$ cat src/rtl/alu8_pkg.sv
package alu8_pkg;

  typedef enum logic [3:0] {
    OP_OR  = 4'd0,
    OP_AND = 4'd1,
    OP_XOR = 4'd2,
    OP_ADC = 4'd3,
    OP_SBC = 4'd4,
    OP_CMP = 4'd5,
    OP_INC = 4'd6,
    OP_DEC = 4'd7,
    OP_ASL = 4'd8,
    OP_LSR = 4'd9,
    OP_ROL = 4'd10,
    OP_ROR = 4'd11,
    OP_BIT = 4'd12
  } alu_op_e;

  typedef enum logic [2:0] {
    AS_ADD = 3'd0,
    AS_SUB = 3'd1,
    AS_CMP = 3'd2,
    AS_INC = 3'd3,
    AS_DEC = 3'd4
  } addsub_mode_e;

  typedef enum logic [1:0] {
    SH_ASL = 2'd0,
    SH_LSR = 2'd1,
    SH_ROL = 2'd2,
    SH_ROR = 2'd3
  } shift_kind_e;

  typedef enum logic [1:0] {
    LG_OR  = 2'd0,
    LG_AND = 2'd1,
    LG_XOR = 2'd2
  } logic_sel_e;

  typedef struct packed {
    logic n;
    logic z;
    logic c;
    logic v;
  } flags_t;

endpackage

$ cat src/rtl/alu8_addsub.sv
module alu8_addsub
  import alu8_pkg::*;
#(
  parameter int WIDTH = 8
) (
  input  addsub_mode_e     mode_i,
  input  logic [WIDTH-1:0] a_i,
  input  logic [WIDTH-1:0] b_i,
  input  logic             carry_i,
  output logic [WIDTH-1:0] sum_o,
  output logic             cout_o,
  output logic             ovf_o
);
  localparam int MSB = WIDTH - 1;

  logic [WIDTH-1:0] opb;
  logic             cin;
  logic [WIDTH:0]   wide;

  // Operand and carry selection for the single shared adder
  always_comb begin
    opb = b_i;
    cin = carry_i;
    case (mode_i)
      AS_ADD: begin opb = b_i;            cin = carry_i; end
      AS_SUB: begin opb = ~b_i;           cin = carry_i; end
      AS_CMP: begin opb = ~b_i;           cin = 1'b1;    end
      AS_INC: begin opb = '0;             cin = 1'b1;    end
      AS_DEC: begin opb = {WIDTH{1'b1}};  cin = 1'b0;    end
      default: begin opb = b_i;           cin = carry_i; end
    endcase
  end

  always_comb begin
    wide   = {1'b0, a_i} + {1'b0, opb} + {{WIDTH{1'b0}}, cin};
    sum_o  = wide[MSB:0];
    cout_o = wide[WIDTH];
    ovf_o  = (a_i[MSB] ^ sum_o[MSB]) & (opb[MSB] ^ sum_o[MSB]);
  end

  // Checks against plain arithmetic on the module ports
  always_comb begin
    if (mode_i == AS_ADD) begin
      p_add_sum_r1: assert ({cout_o, sum_o} ==
                            ({1'b0, a_i} + {1'b0, b_i} + {{WIDTH{1'b0}}, carry_i}))
        else $error("add path sum mismatch");
    end
    if (mode_i == AS_SUB) begin
      p_sub_diff_r3: assert (sum_o == WIDTH'(a_i - b_i - {{(WIDTH-1){1'b0}}, ~carry_i}))
        else $error("subtract path difference mismatch");
    end
    if (mode_i == AS_ADD || mode_i == AS_SUB) begin
      p_signed_ovf_r2: assert (ovf_o == ((a_i[MSB] == opb[MSB]) && (sum_o[MSB] != a_i[MSB])))
        else $error("overflow flag mismatch");
    end
  end

endmodule

$ cat src/rtl/alu8_shift.sv
module alu8_shift
  import alu8_pkg::*;
#(
  parameter int WIDTH = 8
) (
  input  shift_kind_e      kind_i,
  input  logic [WIDTH-1:0] val_i,
  input  logic             carry_i,
  output logic [WIDTH-1:0] res_o,
  output logic             cout_o
);
  localparam int MSB = WIDTH - 1;

  logic fill;
  logic left;

  always_comb begin
    left = (kind_i == SH_ASL) || (kind_i == SH_ROL);
    fill = ((kind_i == SH_ROL) || (kind_i == SH_ROR)) ? carry_i : 1'b0;
    if (left) begin
      res_o  = {val_i[MSB-1:0], fill};
      cout_o = val_i[MSB];
    end else begin
      res_o  = {fill, val_i[MSB:1]};
      cout_o = val_i[0];
    end
  end

  always_comb begin
    if (kind_i == SH_ASL || kind_i == SH_LSR) begin
      p_zero_fill_r7: assert (((kind_i == SH_ASL) ? res_o[0] : res_o[MSB]) == 1'b0)
        else $error("logical shift did not fill with zero");
    end
    if (kind_i == SH_ROL) begin
      p_rol_wrap_r8: assert (res_o[0] == carry_i && cout_o == val_i[MSB])
        else $error("rotate left carry mismatch");
    end
    if (kind_i == SH_ROR) begin
      p_ror_wrap_r8: assert (res_o[MSB] == carry_i && cout_o == val_i[0])
        else $error("rotate right carry mismatch");
    end
  end

endmodule

$ cat src/rtl/alu8_logic.sv
module alu8_logic
  import alu8_pkg::*;
#(
  parameter int WIDTH = 8
) (
  input  logic_sel_e       sel_i,
  input  logic [WIDTH-1:0] a_i,
  input  logic [WIDTH-1:0] b_i,
  output logic [WIDTH-1:0] res_o
);

  always_comb begin
    case (sel_i)
      LG_OR:   res_o = a_i | b_i;
      LG_AND:  res_o = a_i & b_i;
      LG_XOR:  res_o = a_i ^ b_i;
      default: res_o = a_i & b_i;
    endcase
  end

endmodule

$ cat src/rtl/alu8_core.sv
module alu8_core
  import alu8_pkg::*;
#(
  parameter int WIDTH = 8
) (
  input  logic [3:0]       op_i,
  input  logic [WIDTH-1:0] a_i,
  input  logic [WIDTH-1:0] b_i,
  input  logic             carry_i,
  output logic [WIDTH-1:0] result_o,
  output logic             n_o,
  output logic             z_o,
  output logic             c_o,
  output logic             v_o,
  output logic [3:0]       upd_o
);
  localparam int MSB = WIDTH - 1;

  alu_op_e          op;
  addsub_mode_e     as_mode;
  shift_kind_e      sh_kind;
  logic_sel_e       lg_sel;

  logic [WIDTH-1:0] as_sum;
  logic             as_cout;
  logic             as_ovf;
  logic [WIDTH-1:0] sh_res;
  logic             sh_cout;
  logic [WIDTH-1:0] lg_res;

  logic [WIDTH-1:0] res;
  flags_t           raw;
  flags_t           upd;
  logic             is_bit;

  assign op = alu_op_e'(op_i);

  alu8_addsub #(.WIDTH(WIDTH)) u_addsub (
    .mode_i  (as_mode),
    .a_i     (a_i),
    .b_i     (b_i),
    .carry_i (carry_i),
    .sum_o   (as_sum),
    .cout_o  (as_cout),
    .ovf_o   (as_ovf)
  );

  alu8_shift #(.WIDTH(WIDTH)) u_shift (
    .kind_i  (sh_kind),
    .val_i   (a_i),
    .carry_i (carry_i),
    .res_o   (sh_res),
    .cout_o  (sh_cout)
  );

  alu8_logic #(.WIDTH(WIDTH)) u_logic (
    .sel_i (lg_sel),
    .a_i   (a_i),
    .b_i   (b_i),
    .res_o (lg_res)
  );

  // Decode: sub-unit selects, result mux, carry and overflow sources, mask
  always_comb begin
    as_mode = AS_ADD;
    sh_kind = SH_ASL;
    lg_sel  = LG_AND;
    res     = a_i;
    raw     = '0;
    upd     = '0;
    is_bit  = 1'b0;
    case (op)
      OP_OR:  begin lg_sel = LG_OR;  res = lg_res; upd = 4'b1100; end
      OP_AND: begin lg_sel = LG_AND; res = lg_res; upd = 4'b1100; end
      OP_XOR: begin lg_sel = LG_XOR; res = lg_res; upd = 4'b1100; end
      OP_ADC: begin
        as_mode = AS_ADD; res = as_sum;
        raw.c = as_cout; raw.v = as_ovf; upd = 4'b1111;
      end
      OP_SBC: begin
        as_mode = AS_SUB; res = as_sum;
        raw.c = as_cout; raw.v = as_ovf; upd = 4'b1111;
      end
      OP_CMP: begin
        as_mode = AS_CMP; res = as_sum;
        raw.c = as_cout; upd = 4'b1110;
      end
      OP_INC: begin as_mode = AS_INC; res = as_sum; upd = 4'b1100; end
      OP_DEC: begin as_mode = AS_DEC; res = as_sum; upd = 4'b1100; end
      OP_ASL: begin sh_kind = SH_ASL; res = sh_res; raw.c = sh_cout; upd = 4'b1110; end
      OP_LSR: begin sh_kind = SH_LSR; res = sh_res; raw.c = sh_cout; upd = 4'b1110; end
      OP_ROL: begin sh_kind = SH_ROL; res = sh_res; raw.c = sh_cout; upd = 4'b1110; end
      OP_ROR: begin sh_kind = SH_ROR; res = sh_res; raw.c = sh_cout; upd = 4'b1110; end
      OP_BIT: begin
        lg_sel = LG_AND; is_bit = 1'b1; res = a_i;
        raw.n = b_i[MSB]; raw.v = b_i[MSB-1]; raw.z = ~|lg_res;
        upd = 4'b1101;
      end
      default: begin res = a_i; upd = '0; end
    endcase
    if (!is_bit) begin
      raw.n = res[MSB];
      raw.z = ~|res;
    end
  end

  // Flags not written by the selected operation read zero
  always_comb begin
    result_o = res;
    upd_o    = upd;
    n_o      = raw.n & upd.n;
    z_o      = raw.z & upd.z;
    c_o      = raw.c & upd.c;
    v_o      = raw.v & upd.v;
  end

  always_comb begin
    if (op_i == 4'd5) begin
      p_cmp_carry_r4: assert (c_o == (a_i >= b_i) && upd_o[0] == 1'b0)
        else $error("compare carry or mask mismatch");
    end
    if (op_i <= 4'd2) begin
      p_logic_keeps_cv_r5: assert (upd_o[1:0] == 2'b00)
        else $error("logic op wrote carry or overflow");
    end
    if (op_i == 4'd12) begin
      p_bit_keeps_a_r9: assert (result_o == a_i && n_o == b_i[MSB] && v_o == b_i[MSB-1])
        else $error("bit test result or flags mismatch");
    end
    if (op_i >= 4'd13) begin
      p_reserved_quiet_r12: assert (upd_o == 4'b0000 && result_o == a_i)
        else $error("reserved op not inert");
    end
  end

endmodule

$ cat config.mk
export PLATFORM = sky130hd
export DESIGN_NAME = alu8_core
export DESIGN_NICKNAME = d
export VERILOG_FILES = /design/src/rtl/alu8_pkg.sv /design/src/rtl/alu8_addsub.sv /design/src/rtl/alu8_shift.sv /design/src/rtl/alu8_logic.sv /design/src/rtl/alu8_core.sv
export SDC_FILE = /design/constraint.sdc
export NUM_CORES = 1
export LEC_CHECK = 0
export ABC_AREA = 1
export BUFFER_PORTS_ARGS = -buffer_cell sky130_fd_sc_hd__buf_2
export CORE_MARGIN = 3
export CORE_UTILIZATION = 30
export DETAILED_ROUTE_END_ITERATION = 6
export GPL_TIMING_DRIVEN = 0
export PLACE_DENSITY = 0.49
export SYNTH_ARGS = -nofsm -noshare
export SYNTH_HDL_FRONTEND = slang
export SYNTH_SLANG_ARGS = --single-unit
$ cat constraint.sdc
create_clock -name vclk -period 5.3
set_clock_uncertainty 0.1 [all_clocks]
set_input_delay 1.325 -clock vclk [all_inputs]
set_output_delay 1.325 -clock vclk [all_outputs]
set_load 0.03 [all_outputs]
== After elaboration in Yosys (flattened, before gate mapping) ==
Cells that the tools add are included.
Storage, ports and cells
  bits in registers: 0
  output and inout bits: 16
  word-level logic and storage cells: 66
Cells by class
  add/subtract/negate cells: 2
  eq/ne operators: 19
  multiplexer cells: 16
  bitwise logic cells: 11
  reductions and logical operators: 18
Operator list (number)
  $pmux 8 s3: 2
  $eq 4x4->1 const B: 5
  $eq 4x3->1 const B: 4
  $pmux 4 s4: 1
  $pmux 8 s2: 1
  $reduce_or 8->1: 2
  $reduce_or 5->1: 3
  $pmux 3 s4: 1
  $add 8x8->9: 1
  $add 9x1->9: 1
  $and 8x8->8: 1
  $eq 4x2->1 const B: 2
  $mux 8: 1
  $not 8->8: 1
  $or 8x8->8: 1
  $xor 8x8->8: 1
  $eq 2x2->1 const B: 3
  $eq 3x2->1 const B: 2
  $pmux 1 s2: 3
  $pmux 2 s3: 1
  $reduce_or 2->1: 3
  $reduce_or 3->1: 2
  $and 1x1->1: 5
  $eq 4x1->1 const B: 1
  11 further kinds: 18

== Logic depth before layout (Yosys ltp) ==
  depth after elaboration: 12
  gate-level depth with buffers: 18

== Modules after synthesis ==
Synthesis repeated with hierarchy kept, for this count alone.
Unflattened totals
  cell total of the unflattened synthesis: 330
  area total of the unflattened synthesis: 1736.7 um^2
Modules (own cells, without submodules)
  alu8_addsub: instances 1, cells each 100, area an instance 573.0 um^2
  alu8_core: instances 1, cells each 125, area an instance 571.8 um^2
  alu8_logic: instances 1, cells each 76, area an instance 467.9 um^2
  alu8_shift: instances 1, cells each 29, area an instance 123.9 um^2

== Least setup slack after synthesis ==
Ideal clock, no wire load.
  kind: input-to-output
  from: input op_i[2]
  to: output z_o
  arrival time: 3766 ps
  data required time: 3875 ps
  path slack: 109 ps
  stages on the path: 14
  buffers on the path: 1
  path through: inv_2 > nor2_2 > buf_2 > o21ai_0 > o21ai_0 > fa_1 > fa_1 > nand3_1 > nand4_1 > nand3_1 > nand4_1 > nor2_1 > nand3_1 > nand2_1
On the way
  word-level cells in the longest chain between the ends: 12
  elaborated cells between the ends (all ways): 52
RTL lines
  start: declaration: line alu8_core.sv:6  | input logic [3:0] op_i,
  $eq 4x3->1: line alu8_core.sv:72  | case (op)
  $pmux 3 s4: line alu8_core.sv:72
  $eq 3x2->1 / $eq 3x1->1 (equally long branches)
  $reduce_or 2->1 (no source line)
  $pmux 8 s3: line alu8_addsub.sv:24  | case (mode_i)
  $add 8x8->9: line alu8_addsub.sv:35  | wide = {1'b0, a_i} + {1'b0, opb} + {{WIDTH{1'b0}}, cin};
  $add 9x1->9: line alu8_addsub.sv:35
  $pmux 8 s3 (*): line alu8_core.sv:72
  net result_o[6]: line alu8_core.sv:10  | output logic [WIDTH-1:0] result_o,
  $reduce_or 8->1 (*): line alu8_core.sv:103  | raw.z = ~|res;
  $logic_not 1->1 (*): line alu8_core.sv:103
  $mux 2 (*): line alu8_core.sv:101  | if (!is_bit) begin
  $and 1x1->1 (*): line alu8_core.sv:112  | z_o = raw.z & upd.z;
  end: declaration: line alu8_core.sv:12  | output logic z_o,
Mark *: on every way through the listed nets, which the timed path passes. The rest lies on a longest branch.

== Worst setup path in the final report ==
  from: input op_i[0]
  to: output z_o
On the way
  word-level cells in the longest chain between the ends: 12
  elaborated cells between the ends (all ways): 52
RTL lines (line)
  $eq 4x3->1: alu8_core.sv:72
  $pmux 3 s4: alu8_core.sv:72
  $eq 3x2->1 / $eq 3x1->1 (equally long branches)
  $reduce_or 2->1 (no source line)
  $pmux 8 s3: alu8_addsub.sv:24
  $add 8x8->9: alu8_addsub.sv:35
  $add 9x1->9: alu8_addsub.sv:35
  $pmux 8 s3: alu8_core.sv:72
  $reduce_or 8->1: alu8_core.sv:103
  $logic_not 1->1: alu8_core.sv:103
  $mux 2: alu8_core.sv:101
  $and 1x1->1 (*): alu8_core.sv:112
Every way passes the cells marked *; elsewhere a longest branch is shown, timed or not.

==> impl_results.md <==
* Grt ovf at 0
* Final hold slack at 3001 ps
* Commonest non-fill, non-tap cell in the layout: nand2_1
* Maximum clock rate at 194.0 MHz
* FF+latch area at 0 um^2
* CP Max Fanout at 7
* Syn-to-layout area delta at 25.49%
* VDD IR-drop max at 0.03719 mV
* Slowest stage delay, CP at 430 ps
* Pre-CTS setup slack at -245.2 ps
* Initial antenna violation count at 0
* Post-synthesis mux area share at 0
* Final worst setup slack at 145.9 ps
* Layout net count at 381
* Core area at 4848 um^2
* Kind of critical path: primary input to primary output
* Mean post-synth cell area at 5.370 um^2
* Largest net degree at the start of global routing at 11
* Final GP Congestion at 0.8297
* Antenna Cells at 0
* Logic pwr share at 1.000
* Post-DP HPWL at 4.328 mm
* Area share of the largest cell type after synthesis at 0.2184
* YS warnings at 0
* RSZ-0062 raised after global routing: false
* Sw frac at 0.6501
* Critical path data required time at 3880 ps
* DRC Markers at 0
* Vias in the first global route at 1,673
* Sequential cell area fraction in the yosys report at 0
* Synth Cell Area at 1546 um^2
* I/O Buffers at 37
* Most area-hungry cell type in the Yosys netlist: nand2_1
* CP endpoint kind: primary output
* Avg WL per Cell at 12.65 um
* Inst Count DP at 392
* Post-route clock period utilization at 0.9725
* Slew headroom at 0.8065
* WL final at 5.060 mm
* Total power draw at 0.0002221 W
* Pre-antenna DRT Iters at 4
* # fillers at 577
* Slew Limit Fails at 0
* Post-synthesis net count at 334
* Main combinational cell family by area after synthesis: simple AND/OR/NAND/NOR gates
* Top cells by area, synth: nand2_1, ha_1, inv_1, o21ai_0, nand3_1
* Most used cell along the critical path: nand3_1
* Final setup fails at 0
* Max stage delay cell, worst path: fa_2
* Leak pwr at 1.134 nW
* Synth Area in Simple Gates at 0.4353
* Crit-path cells: buf_2, inv_2, nand2_2, a21oi_2, a21oi_2, fa_2, fa_2, xor2_1, nand2_1, nand3_1, nand2_2, nand3_1, nor2_1, nand3_1, nand2_1, buf_6
* Hold path cells at 4
* Post-synthesis xor/xnor area fraction at 0.005663
* P_int at 0.00007772 W
* Post-DRT Antenna Nets at 0
* Max_cap viols at 0
* Synth Area in Compound Gates at 0.1917
* Fin cells at 400
* Worst Hold Launch: b_i[6]
* Commonest non-fill, non-tap cells in the layout: nand2_1, inv_1, buf_2, o21ai_0, nand3_1
* Die area at 6052 um^2
* Arrival @ worst endpoint at 3730 ps
* Final min period at 5154 ps
* Clock power frac at 0
* Sequential share of power at 0
* All-Layer GR Usage at 0.1685
* Seq_cells at 0
* Via count at 1,843
* Worst-margin pin slew at 288.4 ps
* Die height at 77.80 um
* HP Class: primary input to primary output
* Vias per cell at 4.608
* Status: completed
* Worst Setup Start Kind: primary input
* First-pass GRT wire length at 8.355 mm
* Pwr dens at 114.5 nW/um^2
* Worst Hold Path EP: v_o
* Row cnt at 25
* Cts hold-fix bufs at 0
* Post-synth cell types at 30
* First DRT Iteration DRCs at 75
* Clock buf count at 0
* I/O Pins at 37
* Initial Util at 0.3190
* Share of cells above drive strength 1 at 0.2523
* Cells after Synth at 288
* Sw Pwr at 0.0001444 W
* Die W at 77.80 um
* Adder-Cell Fraction of Synth Area at 0.2120
* Fin util at 0.4003
* Final hold vios at 0
==> area by class of cell <==
| type | instances | area (um^2) | area share |
|---|---|---|---|
| buffer | 3 | 30.03 | 0.01547 |
| tap | 67 | 83.83 | 0.04320 |
| inverter | 54 | 215.2 | 0.1109 |
| timing repair buffer | 46 | 264.0 | 0.1360 |
| multi-input combinational | 230 | 1348 | 0.6944 |
==> Yosys cell counts, drive strengths merged <==
cell type / number
a211oi: 2
a21oi: 13
buf: 4
fa: 2
ha: 23
inv: 54
nand2: 96
nand3: 27
nand3b: 1
nand4: 6
nor2: 19
o211ai: 2
o21a: 1
o21ai: 34
or2: 3
xor2: 1
==> what timing repair did <==
action                                  4_1_cts  5_1_grt
pin swaps                                     0        7
cloned                                        0        0
resized for setup                             7       18
setup buffers                                 0        9
endpoints found under the hold margin         0        0
endpoints found under the setup margin        4        1
==> logic make-up after synthesis <==
| kind of cell | after synthesis |
|---|---|
| and+or+nand+nor | 152 |
| AOI/OAI and AO/OA | 52 |
| buffers and inverters | 58 |
| adders and majority gates | 25 |
| xor gates and xnor gates | 1 |
==> worst max-delay path by stage <==
| stage | cells past startpoint | startpoint | to |
|---|---|---|---|
| CTS | 17 | op_i[1] | z_o |
| global route | 17 | op_i[2] | z_o |
| floorplan | 14 | op_i[2] | z_o |
| detailed placement | 17 | op_i[1] | z_o |
| finish | 16 | op_i[0] | z_o |
| global placement | 17 | op_i[1] | z_o |
==> per-stage QoR <==
step / area (um^2) / TNS (ps)
2_1_floorplan: 1546 / 0
6_report: 1941 / 0
4_1_cts: 1831 / 0
3_3_place_gp: 1815 / -287.7
5_1_grt: 1941 / 0
3_5_place_dp: 1815 / -273.9
==> worst max-delay path, delay by kind of cell <==
family	cells	cell delay, ps
simple gates	8	720
compound gates	2	230
fa+ha+maj	2	840
xor+xnor	1	170
buf+inv	3	430
==> layer usage <==
| metal | wire length (um) | GRT usage |
|---|---|---|
| met2 | 2384 | 0.2988 |
| met1 | 2511 | 0.2407 |
| met5 | 0 | 0 |
| met4 | 0 | 0 |
| met3 | 163 | 0.002320 |
==> power by group through the flow <==
stage	Sequential [W]	Combinational [W]	Clock [W]
floorplan	0	0.000148	0
global placement	0	0.000208	0
detailed placement	0	0.000209	0
CTS	0	0.000212	0
global route	0	0.000251	0
finish	0	0.000222	0
Power figures use the tool's default switching activity.
